[src/rtl/spiseq_pkg.sv]
package spiseq_pkg;
  localparam logic [3:0] OP_XFER  = 4'd0;
  localparam logic [3:0] OP_CS    = 4'd1;
  localparam logic [3:0] OP_WRREG = 4'd2;
  localparam logic [3:0] OP_MISC  = 4'd3;

  localparam logic [3:0] REG_DIV   = 4'd0;
  localparam logic [3:0] REG_MODE  = 4'd1;
  localparam logic [3:0] REG_WIDTH = 4'd2;

  localparam logic [3:0] MISC_SYNC  = 4'd0;
  localparam logic [3:0] MISC_SLEEP = 4'd1;

  typedef struct packed {
    logic [3:0] op;
    logic [3:0] a1;
    logic [7:0] a2;
  } cmd_t;

  typedef enum logic [1:0] {SQ_FETCH, SQ_XFER, SQ_SLEEP} seq_state_e;
  typedef enum logic [1:0] {SH_IDLE, SH_LOAD, SH_BITS} shift_state_e;
endpackage

[src/rtl/spiseq_tick.sv]
module spiseq_tick #(
  parameter int DIVW = 8
) (
  input  logic            clk,
  input  logic            rst,
  input  logic            run,
  input  logic [DIVW-1:0] div,
  output logic            tick
);
  logic [DIVW-1:0] cnt;

  always_ff @(posedge clk) begin
    if (rst || !run)   cnt <= '0;
    else if (cnt == div) cnt <= '0;
    else               cnt <= cnt + 1'b1;
  end

  assign tick = run && (cnt == div);


  tick_spacing_chk: assert property (@(posedge clk) disable iff (rst)
    (tick && div != '0 && $stable(div)) |=> !tick);
endmodule

[src/rtl/spiseq_shift.sv]
module spiseq_shift
  import spiseq_pkg::*;
#(
  parameter int DW   = 32,
  parameter int CNTW = 8,
  parameter int BW   = 6
) (
  input  logic            clk,
  input  logic            rst,
  input  logic            start,
  input  logic            wr_en,
  input  logic            rd_en,
  input  logic [CNTW-1:0] count,
  input  logic [BW-1:0]   bits,
  input  logic            cpol,
  input  logic            cpha,
  input  logic            tick,
  output logic            run,
  output logic            busy,
  output logic            sclk,
  output logic            sdo,
  input  logic            sdi,
  input  logic [DW-1:0]   sdo_data,
  input  logic            sdo_valid,
  output logic            sdo_ready,
  output logic [DW-1:0]   sdi_data,
  output logic            sdi_valid,
  input  logic            sdi_ready
);
  localparam int EW = BW + 1;

  shift_state_e    st;
  logic            wr_q, rd_q, sclk_q, sdo_q;
  logic [CNTW-1:0] left;
  logic [EW-1:0]   edge_cnt;
  logic [DW-1:0]   tx_sh, rx_sh, word_in, aligned, rx_next;
  logic            can_go, last_edge, sample_now, shift_now;

  assign can_go     = (!wr_q || sdo_valid) && (!rd_q || sdi_ready);
  assign word_in    = wr_q ? sdo_data : '0;
  assign aligned    = word_in << (EW'(DW) - EW'(bits));
  assign last_edge  = edge_cnt == ({bits, 1'b0} - EW'(1));
  assign sample_now = tick && (edge_cnt[0] == cpha);
  assign shift_now  = tick && (edge_cnt[0] != cpha);
  assign rx_next    = {rx_sh[DW-2:0], sdi};

  assign run       = (st == SH_BITS);
  assign busy      = (st != SH_IDLE);
  assign sdo_ready = (st == SH_LOAD) && can_go && wr_q;
  assign sdi_valid = (st == SH_BITS) && tick && last_edge && rd_q;
  assign sdi_data  = cpha ? rx_next : rx_sh;
  assign sclk      = sclk_q;
  assign sdo       = sdo_q;

  always_ff @(posedge clk) begin
    if (rst) begin
      st <= SH_IDLE; wr_q <= 1'b0; rd_q <= 1'b0; left <= '0;
      edge_cnt <= '0; tx_sh <= '0; rx_sh <= '0; sclk_q <= 1'b0; sdo_q <= 1'b0;
    end else begin
      case (st)
        SH_IDLE: begin
          sclk_q <= cpol;
          if (start) begin
            wr_q <= wr_en; rd_q <= rd_en; left <= count; st <= SH_LOAD;
          end
        end
        SH_LOAD: begin
          sclk_q <= cpol;
          if (can_go) begin
            rx_sh    <= '0;
            edge_cnt <= '0;
            st       <= SH_BITS;
            if (cpha) tx_sh <= aligned;
            else begin
              sdo_q <= aligned[DW-1];
              tx_sh <= aligned << 1;
            end
          end
        end
        default: begin
          if (tick) begin
            sclk_q   <= ~sclk_q;
            edge_cnt <= edge_cnt + 1'b1;
            if (shift_now) begin
              sdo_q <= tx_sh[DW-1];
              tx_sh <= tx_sh << 1;
            end
            if (sample_now) rx_sh <= rx_next;
            if (last_edge) begin
              if (left == '0) st <= SH_IDLE;
              else begin
                left <= left - 1'b1;
                st   <= SH_LOAD;
              end
            end
          end
        end
      endcase
    end
  end


  sdo_pop_chk: assert property (@(posedge clk) disable iff (rst)
    sdo_ready |-> sdo_valid);

  sdi_push_chk: assert property (@(posedge clk) disable iff (rst)
    sdi_valid |-> sdi_ready);

  sclk_idle_chk: assert property (@(posedge clk) disable iff (rst)
    (st == SH_IDLE && $past(st == SH_IDLE) && $stable(cpol)) |-> sclk_q == cpol);
endmodule

[src/rtl/spiseq_top.sv]
module spiseq_top
  import spiseq_pkg::*;
#(
  parameter int DW   = 32,
  parameter int DIVW = 8,
  parameter int NCS  = 8
) (
  input  logic           clk,
  input  logic           rst,
  input  logic           cmd_valid,
  input  logic [15:0]    cmd_data,
  output logic           cmd_ready,
  input  logic           sdo_valid,
  input  logic [DW-1:0]  sdo_data,
  output logic           sdo_ready,
  output logic           sdi_valid,
  output logic [DW-1:0]  sdi_data,
  input  logic           sdi_ready,
  output logic           sclk,
  output logic           sdo,
  input  logic           sdi,
  output logic [NCS-1:0] cs_n,
  output logic           three_wire,
  output logic           sync_valid,
  output logic [7:0]     sync_id
);
  localparam int BW = $clog2(DW) + 1;

  seq_state_e     seq_st;
  cmd_t           c;
  logic           fire, tick, sh_run, sh_busy, start;
  logic [DIVW-1:0] div_q;
  logic [2:0]     mode_q;
  logic [BW-1:0]  bits_q;
  logic [NCS-1:0] cs_q;
  logic           sync_v;
  logic [7:0]     sync_id_q;
  logic [8:0]     sleep_left;

  assign c          = cmd_t'(cmd_data);
  assign cmd_ready  = (seq_st == SQ_FETCH);
  assign fire       = cmd_valid && cmd_ready;
  assign start      = fire && (c.op == OP_XFER);
  assign cs_n       = cs_q;
  assign three_wire = mode_q[2];
  assign sync_valid = sync_v;
  assign sync_id    = sync_id_q;

  spiseq_tick #(.DIVW(DIVW)) u_tick (
    .clk(clk), .rst(rst), .run(sh_run || seq_st == SQ_SLEEP),
    .div(div_q), .tick(tick)
  );

  spiseq_shift #(.DW(DW), .CNTW(8), .BW(BW)) u_shift (
    .clk(clk), .rst(rst), .start(start), .wr_en(c.a1[0]), .rd_en(c.a1[1]),
    .count(c.a2), .bits(bits_q), .cpol(mode_q[1]), .cpha(mode_q[0]),
    .tick(tick), .run(sh_run), .busy(sh_busy), .sclk(sclk), .sdo(sdo),
    .sdi(sdi), .sdo_data(sdo_data), .sdo_valid(sdo_valid), .sdo_ready(sdo_ready),
    .sdi_data(sdi_data), .sdi_valid(sdi_valid), .sdi_ready(sdi_ready)
  );

  always_ff @(posedge clk) begin
    if (rst) begin
      seq_st <= SQ_FETCH; div_q <= '0; mode_q <= '0; bits_q <= BW'(8);
      cs_q <= '1; sync_v <= 1'b0; sync_id_q <= '0; sleep_left <= '0;
    end else begin
      sync_v <= 1'b0;
      case (seq_st)
        SQ_FETCH: if (fire) begin
          case (c.op)
            OP_XFER: seq_st <= SQ_XFER;
            OP_CS:   cs_q <= c.a2[NCS-1:0];
            OP_WRREG: begin
              case (c.a1)
                REG_DIV:   div_q  <= c.a2[DIVW-1:0];
                REG_MODE:  mode_q <= c.a2[2:0];
                REG_WIDTH: if (c.a2 != 8'd0 && int'(c.a2) <= DW) bits_q <= c.a2[BW-1:0];
                default: ;
              endcase
            end
            OP_MISC: begin
              if (c.a1 == MISC_SYNC) begin
                sync_v    <= 1'b1;
                sync_id_q <= c.a2;
              end else if (c.a1 == MISC_SLEEP) begin
                sleep_left <= {c.a2, 1'b1};
                seq_st     <= SQ_SLEEP;
              end
            end
            default: ;
          endcase
        end
        SQ_XFER: if (!sh_busy) seq_st <= SQ_FETCH;
        default: if (tick) begin
          if (sleep_left == '0) seq_st <= SQ_FETCH;
          else sleep_left <= sleep_left - 1'b1;
        end
      endcase
    end
  end


  sync_src_chk: assert property (@(posedge clk) disable iff (rst)
    sync_valid |-> $past(cmd_valid && cmd_ready && cmd_data[15:12] == OP_MISC
                         && cmd_data[11:8] == MISC_SYNC));

  cs_hold_chk: assert property (@(posedge clk) disable iff (rst)
    !(cmd_valid && cmd_ready && cmd_data[15:12] == OP_CS) |=> $stable(cs_n));
endmodule

[config.mk]
export PLATFORM = sky130hd
export DESIGN_NAME = spiseq_top
export DESIGN_NICKNAME = d
export VERILOG_FILES = /design/src/rtl/spiseq_pkg.sv /design/src/rtl/spiseq_tick.sv /design/src/rtl/spiseq_shift.sv /design/src/rtl/spiseq_top.sv
export SDC_FILE = /design/constraint.sdc
export NUM_CORES = 1
export LEC_CHECK = 0
export BUFFER_PORTS_ARGS = -buffer_cell sky130_fd_sc_hd__buf_4
export CAP_MARGIN = 10
export CORE_UTILIZATION = 48
export DETAILED_ROUTE_END_ITERATION = 16
export GPL_TIMING_DRIVEN = 0
export PLACE_DENSITY = 0.78
export SKIP_LAST_GASP = 1
export SYNTH_ARGS = -nofsm -noshare
export SYNTH_HDL_FRONTEND = slang
export SYNTH_HIERARCHICAL = 1
export SYNTH_SLANG_ARGS = --single-unit
[constraint.sdc]
create_clock -name clk -period 6.4 [get_ports clk]
set_input_delay 1.6 -clock clk [delete_from_list [all_inputs] [get_ports clk]]
set_output_delay 1.6 -clock clk [all_outputs]
set_load 0.005 [all_outputs]
# [After elaboration in Yosys (flattened, before gate mapping)]
# Cells that the tools add are included.
[classes] add_sub_neg=6 n_lt_le_gt_ge=1 n_eq_ne=26 n_shift=1 muxes=48 bitwise_logic=7 n_reduce_logical=55
[op_table] cell="$mux W32" n=9
[op_table] cell="$pmux W32 S2" n=2
[op_table] cell="$mux W9" n=6
[op_table] cell="$mux W8" n=4
[op_table] cell="$shl A32 B7 Y32" n=1
[op_table] cell="$reduce_and A4 Y1" n=6
[op_table] cell="$mux W2" n=10
[op_table] cell="$pmux W9 S2" n=1
[op_table] cell="$pmux W8 S2" n=1
[op_table] cell="$reduce_bool A2 Y1" n=8
[op_table] cell="$reduce_and A5 Y1" n=3
[op_table] cell="$mux W7" n=2
[op_table] cell="$pmux W7 S2" n=1
[op_table] cell="$reduce_and A7 Y1" n=2
[op_table] cell="$eq A4 B2 Y1 const B" n=3
[op_table] cell="$logic_and A1 B1 Y1" n=12
[op_table] cell="$ne A2 B2 Y1 const B" n=6
[op_table] cell="$pmux W2 S2" n=3
[op_table] cell="$reduce_bool A3 Y1" n=4
[op_table] cell="$logic_not A9 Y1" n=1
[op_table] cell="$sub A9 B1 Y9 const B" n=1
[op_table] cell="$add A8 B1 Y8 const B" n=1
[op_table] cell="$eq A4 B1 Y1 const B" n=2
[op_table] cell="$eq A8 B8 Y1" n=1
[op_table] cell="26 further kinds" n=54
[totals] register_bits=138 out_inout_bits=55 word_cells=162

# [Depth between registers and ports, before layout]
[depth] word_depth=7 ltp_mapped=15 mapped_depth_nobuf=9

# [Modules after synthesis]
# The synthesis kept the hierarchy.
[by_module_without_submodules] module="spiseq_shift" n_inst=1 cells_each=790 area_per_inst_um2=6486.2 seq_area_each_um2=1701.6
[by_module_without_submodules] module="spiseq_top" n_inst=1 cells_each=254 area_per_inst_um2=2254.7 seq_area_each_um2=900.9
[by_module_without_submodules] module="spiseq_tick" n_inst=1 cells_each=46 area_per_inst_um2=473.0 seq_area_each_um2=160.2

# [Least setup slack after synthesis]
# OpenSTA, ideal clock, no wires.
[synth_path] path_type="register to output" from="register bits_q[0]" to="output port sdi_valid" arrival_ns=2.606 t_required_ns=4.800 setup_slack_ns=2.194 path_stages_with_launch=13 path_cell_list="dfxtp_1 > buf_2 > buf_4 > inv_1 > buf_1 > ha_1 > buf_2 > buf_2 > xor2_1 > nand3_1 > nor3_1 > o2111ai_1 > nor2_1"
[synth_between] elab_chain_cells=4
[synth_rtl] item="from (decl)" line="spiseq_top.sv:34" rtl="logic [BW-1:0] bits_q;"
[synth_rtl] item="$sub A7 B1 Y7" line="spiseq_shift.sv:42" rtl="assign last_edge = edge_cnt == ({bits, 1'b0} - EW'(1));"
[synth_rtl] item="$eq A7 B7 Y1" line="spiseq_shift.sv:42"
[synth_rtl] item="$logic_and A1 B1 Y1 (2 in series)" line="spiseq_shift.sv:50" rtl="assign sdi_valid = (st == SH_BITS) && tick && last_edge && rd_q;"
[synth_rtl] item="to (decl)" line="spiseq_top.sv:16" rtl="output logic sdi_valid,"
# No other way between the ends.

# [Worst setup path in the final report]
# Ends and elaborated chain as after synthesis.

==> results.md <==
- Clk_lat worst skew: 0.43 ns
- Total CTS buffers: 17
- Gpl congestion: 0.954
- Critical Path Source: bits_q[0]$_SDFFE_PP0P_
- Synthesized instance count: 1090
- Total track usage: 28.2%
- Maximum clock path buffer count: 2
- PortBufs: 107
- Combinational share of power: 14.4%
- Pre-antenna DRT Iters: 5
- Clock-pin slew on the worst setup and hold paths: 0.06 ns
- Total power draw: 0.00221 W
- Least-Margin Pin Slew: 1.08 ns
- Antenna Cells: 0
- Pleak: 4.00 nW
- Hold buffer count at CTS: 0
- Initial antenna violation count: 0
- CTS H-tree depth: 4
- Switching share of power: 28.4%
- TritonCTS clock tree: yes
- Post-synth EDFFs: 0
- GR Overflow Total: 0
- Area of the die: 19800 um2
- Crit-path cells: buf_2, buf_4, inv_1, buf_1, ha_1, buf_2, buf_2, xor2_1, nand3_1, nor3_1, o2111ai_1, nor2_1, buf_4
- Final setup TNS: 0 ns
- Via/cell ratio: 6.25
- Site Rows: 50
- Max-cap violations: 0
- Worst setup margin: 1.03 ns
- Routed wire length: 27400 um
- Register-to-Register Path Depth: 13
- DP Worst Slack: 1.52 ns
- Vias: 9140
- WS Path Type: register to output pin
- Filler instances: 1681
- Crit-path most repeated cell: buf_2
- First-pass GRT wire length: 44200 um
- Final Setup Violations: 0
- Ys flop type: dfxtp_1
- Largest net degree at the start of global routing: 17
- Crit start category: register
- Reg2Reg Setup Slack: 1.80 ns
- P&R area growth vs syn: 18.3%
- Avg Inst Size Synth: 8.45 um2
- P_sw: 0.000627 W
- Post-synth design cell area: 9210 um2
- Initial core utilization: 49.1%
- Buffer count from post-CTS setup fixing: 0
- CP Max Fanout: 11
- Register area share after synthesis: 30.0%
- CP arrival: 3.77 ns
- Final ANT Viol Nets: 0
- # DRC: 0
- Sequential share of power: 40.8%
- DR iter-0 viols: 753
- CTS resizes: 0
- Worst Setup EP: sdi_valid
- #FFs+latches synth: 138
- Library cells used by synthesis: 94
- Async S/R FF share, synth: 0%
- Core box area: 18800 um2
- Max Slew Vio Count: 0
- Crit-path slowest cell: buf_1
- Hold Startpoint: u_shift/rx_sh[31]$_SDFFE_PP0P_
- Max VDD drop: 209 uV
- CP peak stage delay: 0.58 ns
- R2R Path Start: bits_q[0]$_SDFFE_PP0P_
- Status: finished, final reports clean
- Hpwl dp: 20200 um
- Hold Violations, Final: 0
- Wire per inst: 18.7 um
- Normalized max-slew margin: 26.8%
- Layout cells sized above 1: 21.3%
- Clock power share: 44.8%
- Synth warn: 6
- Final net count: 1277
- Fmax: 186 MHz
- CP Data Required Time: 4.80 ns
- Die Ht: 141 um
- # IOs: 109
- Internal power: 0.00158 W
- Worst min path class: register to register
- Reg2Reg Capture Point: u_shift/tx_sh[29]$_SDFFE_PP0P_
- Mapped Nets: 1151
- Clk sinks: 138
- Final min period: 5.37 ns
- Final Cycle Share: 83.9%
- RSZ-0062 raised after global routing: false
- Root Buffer: clkbuf_16
- Die X: 141 um
- PwrDens: 203 nW/um2
- Final Skew: 0.0151 ns
- Vias in the first global route: 8498
- Worst Setup End Kind: output pin
## flip-flops by register name (all words and copies together) (netlist names), 6 cells and up
register / count
bits_q: 6
cs_n: 8
u_shift/left: 8
sleep_left: 9
u_tick/cnt: 8
sync_id: 8
u_shift/tx_sh: 32
div_q: 8
u_shift/edge_cnt: 7
u_shift/rx_sh: 32
## worst min path at each step
stage | cells past startpoint | to
after global placement | 2 | u_shift/rx_sh[31]$_SDFFE_PP0P_
after CTS | 2 | bits_q[0]$_SDFFE_PP0P_
after global routing | 2 | u_shift/tx_sh[27]$_SDFFE_PP0P_
after detailed placement | 2 | u_shift/rx_sh[31]$_SDFFE_PP0P_
after floorplan | 2 | u_shift/rx_sh[31]$_SDFFE_PP0P_
final | 2 | u_shift/rx_sh[31]$_SDFFE_PP0P_
## layer usage
layer | global-route usage [%] | part of all wire, %
met5 | 0 | 0
met4 | 10.3 | 2.5
met3 | 5.85 | 7.3
met2 | 47.3 | 48
met1 | 35.7 | 42
## power groups by stage
| stage | clock network [W] | registers (W) | logic [W] |
|---|---|---|---|
| final | 0.000989 | 0.000900 | 0.000319 |
| after global routing | 0.00103 | 0.000903 | 0.000345 |
| after CTS | 0.00100 | 0.000900 | 0.000311 |
| after detailed placement | 0 | 0.000919 | 0.000309 |
| after global placement | 0 | 0.000918 | 0.000304 |
| after floorplan | 0 | 0.000915 | 0.000197 |
## cells in the mapped netlist, drive strengths merged, types with 5 or more instances
cell type  count  area (um2)
a221o         10         100
a211oi        20         173
nor4           8        95.1
and2           6        38.8
nand3b         5        37.5
a311oi        10        87.6
o21ai         48         244
nor2         100         375
inv           17        63.8
or3           10        63.8
o32ai          7        61.3
nor3          46         235
o2bb2ai        5        43.8
nor2b         12        75.1
nand4         12        87.6
dfxtp        138        2760
a221oi        13         120
a31oi          7        50.1
nand3         68         345
mux2          42         473
xor2          18         165
a21oi         86         430
o31ai          5        42.5
or4            5        41.3
nand2        112         423
or4b           5        53.8
mux4          25         563
clkbuf        52         196
mux2i         67         671
buf           33         203
ha             7        87.6
nor3b          5        42.5
nand2b         6        37.5
o22ai          9        56.3
xnor2         12         105
## area by class of cell
type                    count  area (um2)  share of cell area, %
multi-input cells         848        5980                   54.9
flip-flops and latches    138        2760                   25.4
repair buffers            107         803                   7.37
clock buffers              19         443                   4.07
plain buffers              85         399                   3.66
well taps                 234         293                   2.69
clock inverters            13         143                   1.31
inverters                  19        71.3                  0.655
## per-stage QoR
step	util [%]	hold WS, ns	instances	instance area [um2]
floorplan	-	0.429	1090	9210
global placement	54.9	0.438	1431	10300
detailed placement	54.9	0.447	1431	10300
CTS	58.1	0.469	1463	10900
global route	58.1	0.492	1463	10900
finish	58.1	0.475	1463	10900
## logic make-up after synthesis
family / Yosys count / synth area share, %
flops: 138 / 30.0
xor+xnor: 32 / 3.42
buf+inv: 104 / 5.11
mux: 134 / 18.5
simple gates: 416 / 22.8
compound gates: 259 / 19.2
fa+ha+maj: 7 / 0.951
## placed cells by master, fill, tap and decap left out, types with 25 or more instances in the layout
cell | Yosys | final
nand2_1 | 111 | 111
a21oi_1 | 86 | 86
nor2_1 | 100 | 100
dfxtp_1 | 138 | 138
o21ai_0 | 40 | 40
clkbuf_1 | 51 | 52
buf_4 | 7 | 114
nand3_1 | 67 | 67
mux2_2 | 42 | 42
nor3_1 | 45 | 45
mux4_2 | 25 | 25
mux2i_1 | 67 | 67
## critical path: cells and delay by family (launching register included)
kind	cells	cell delay [ns]
buffers and inverters	7	1.90
and+or+nand+nor	3	0.48
DFF	1	0.30
AOI/OAI and AO/OA	1	0.25
adders and majority gates	1	0.24
xor gates and xnor gates	1	0.17
(Power assumes the default switching activity.)
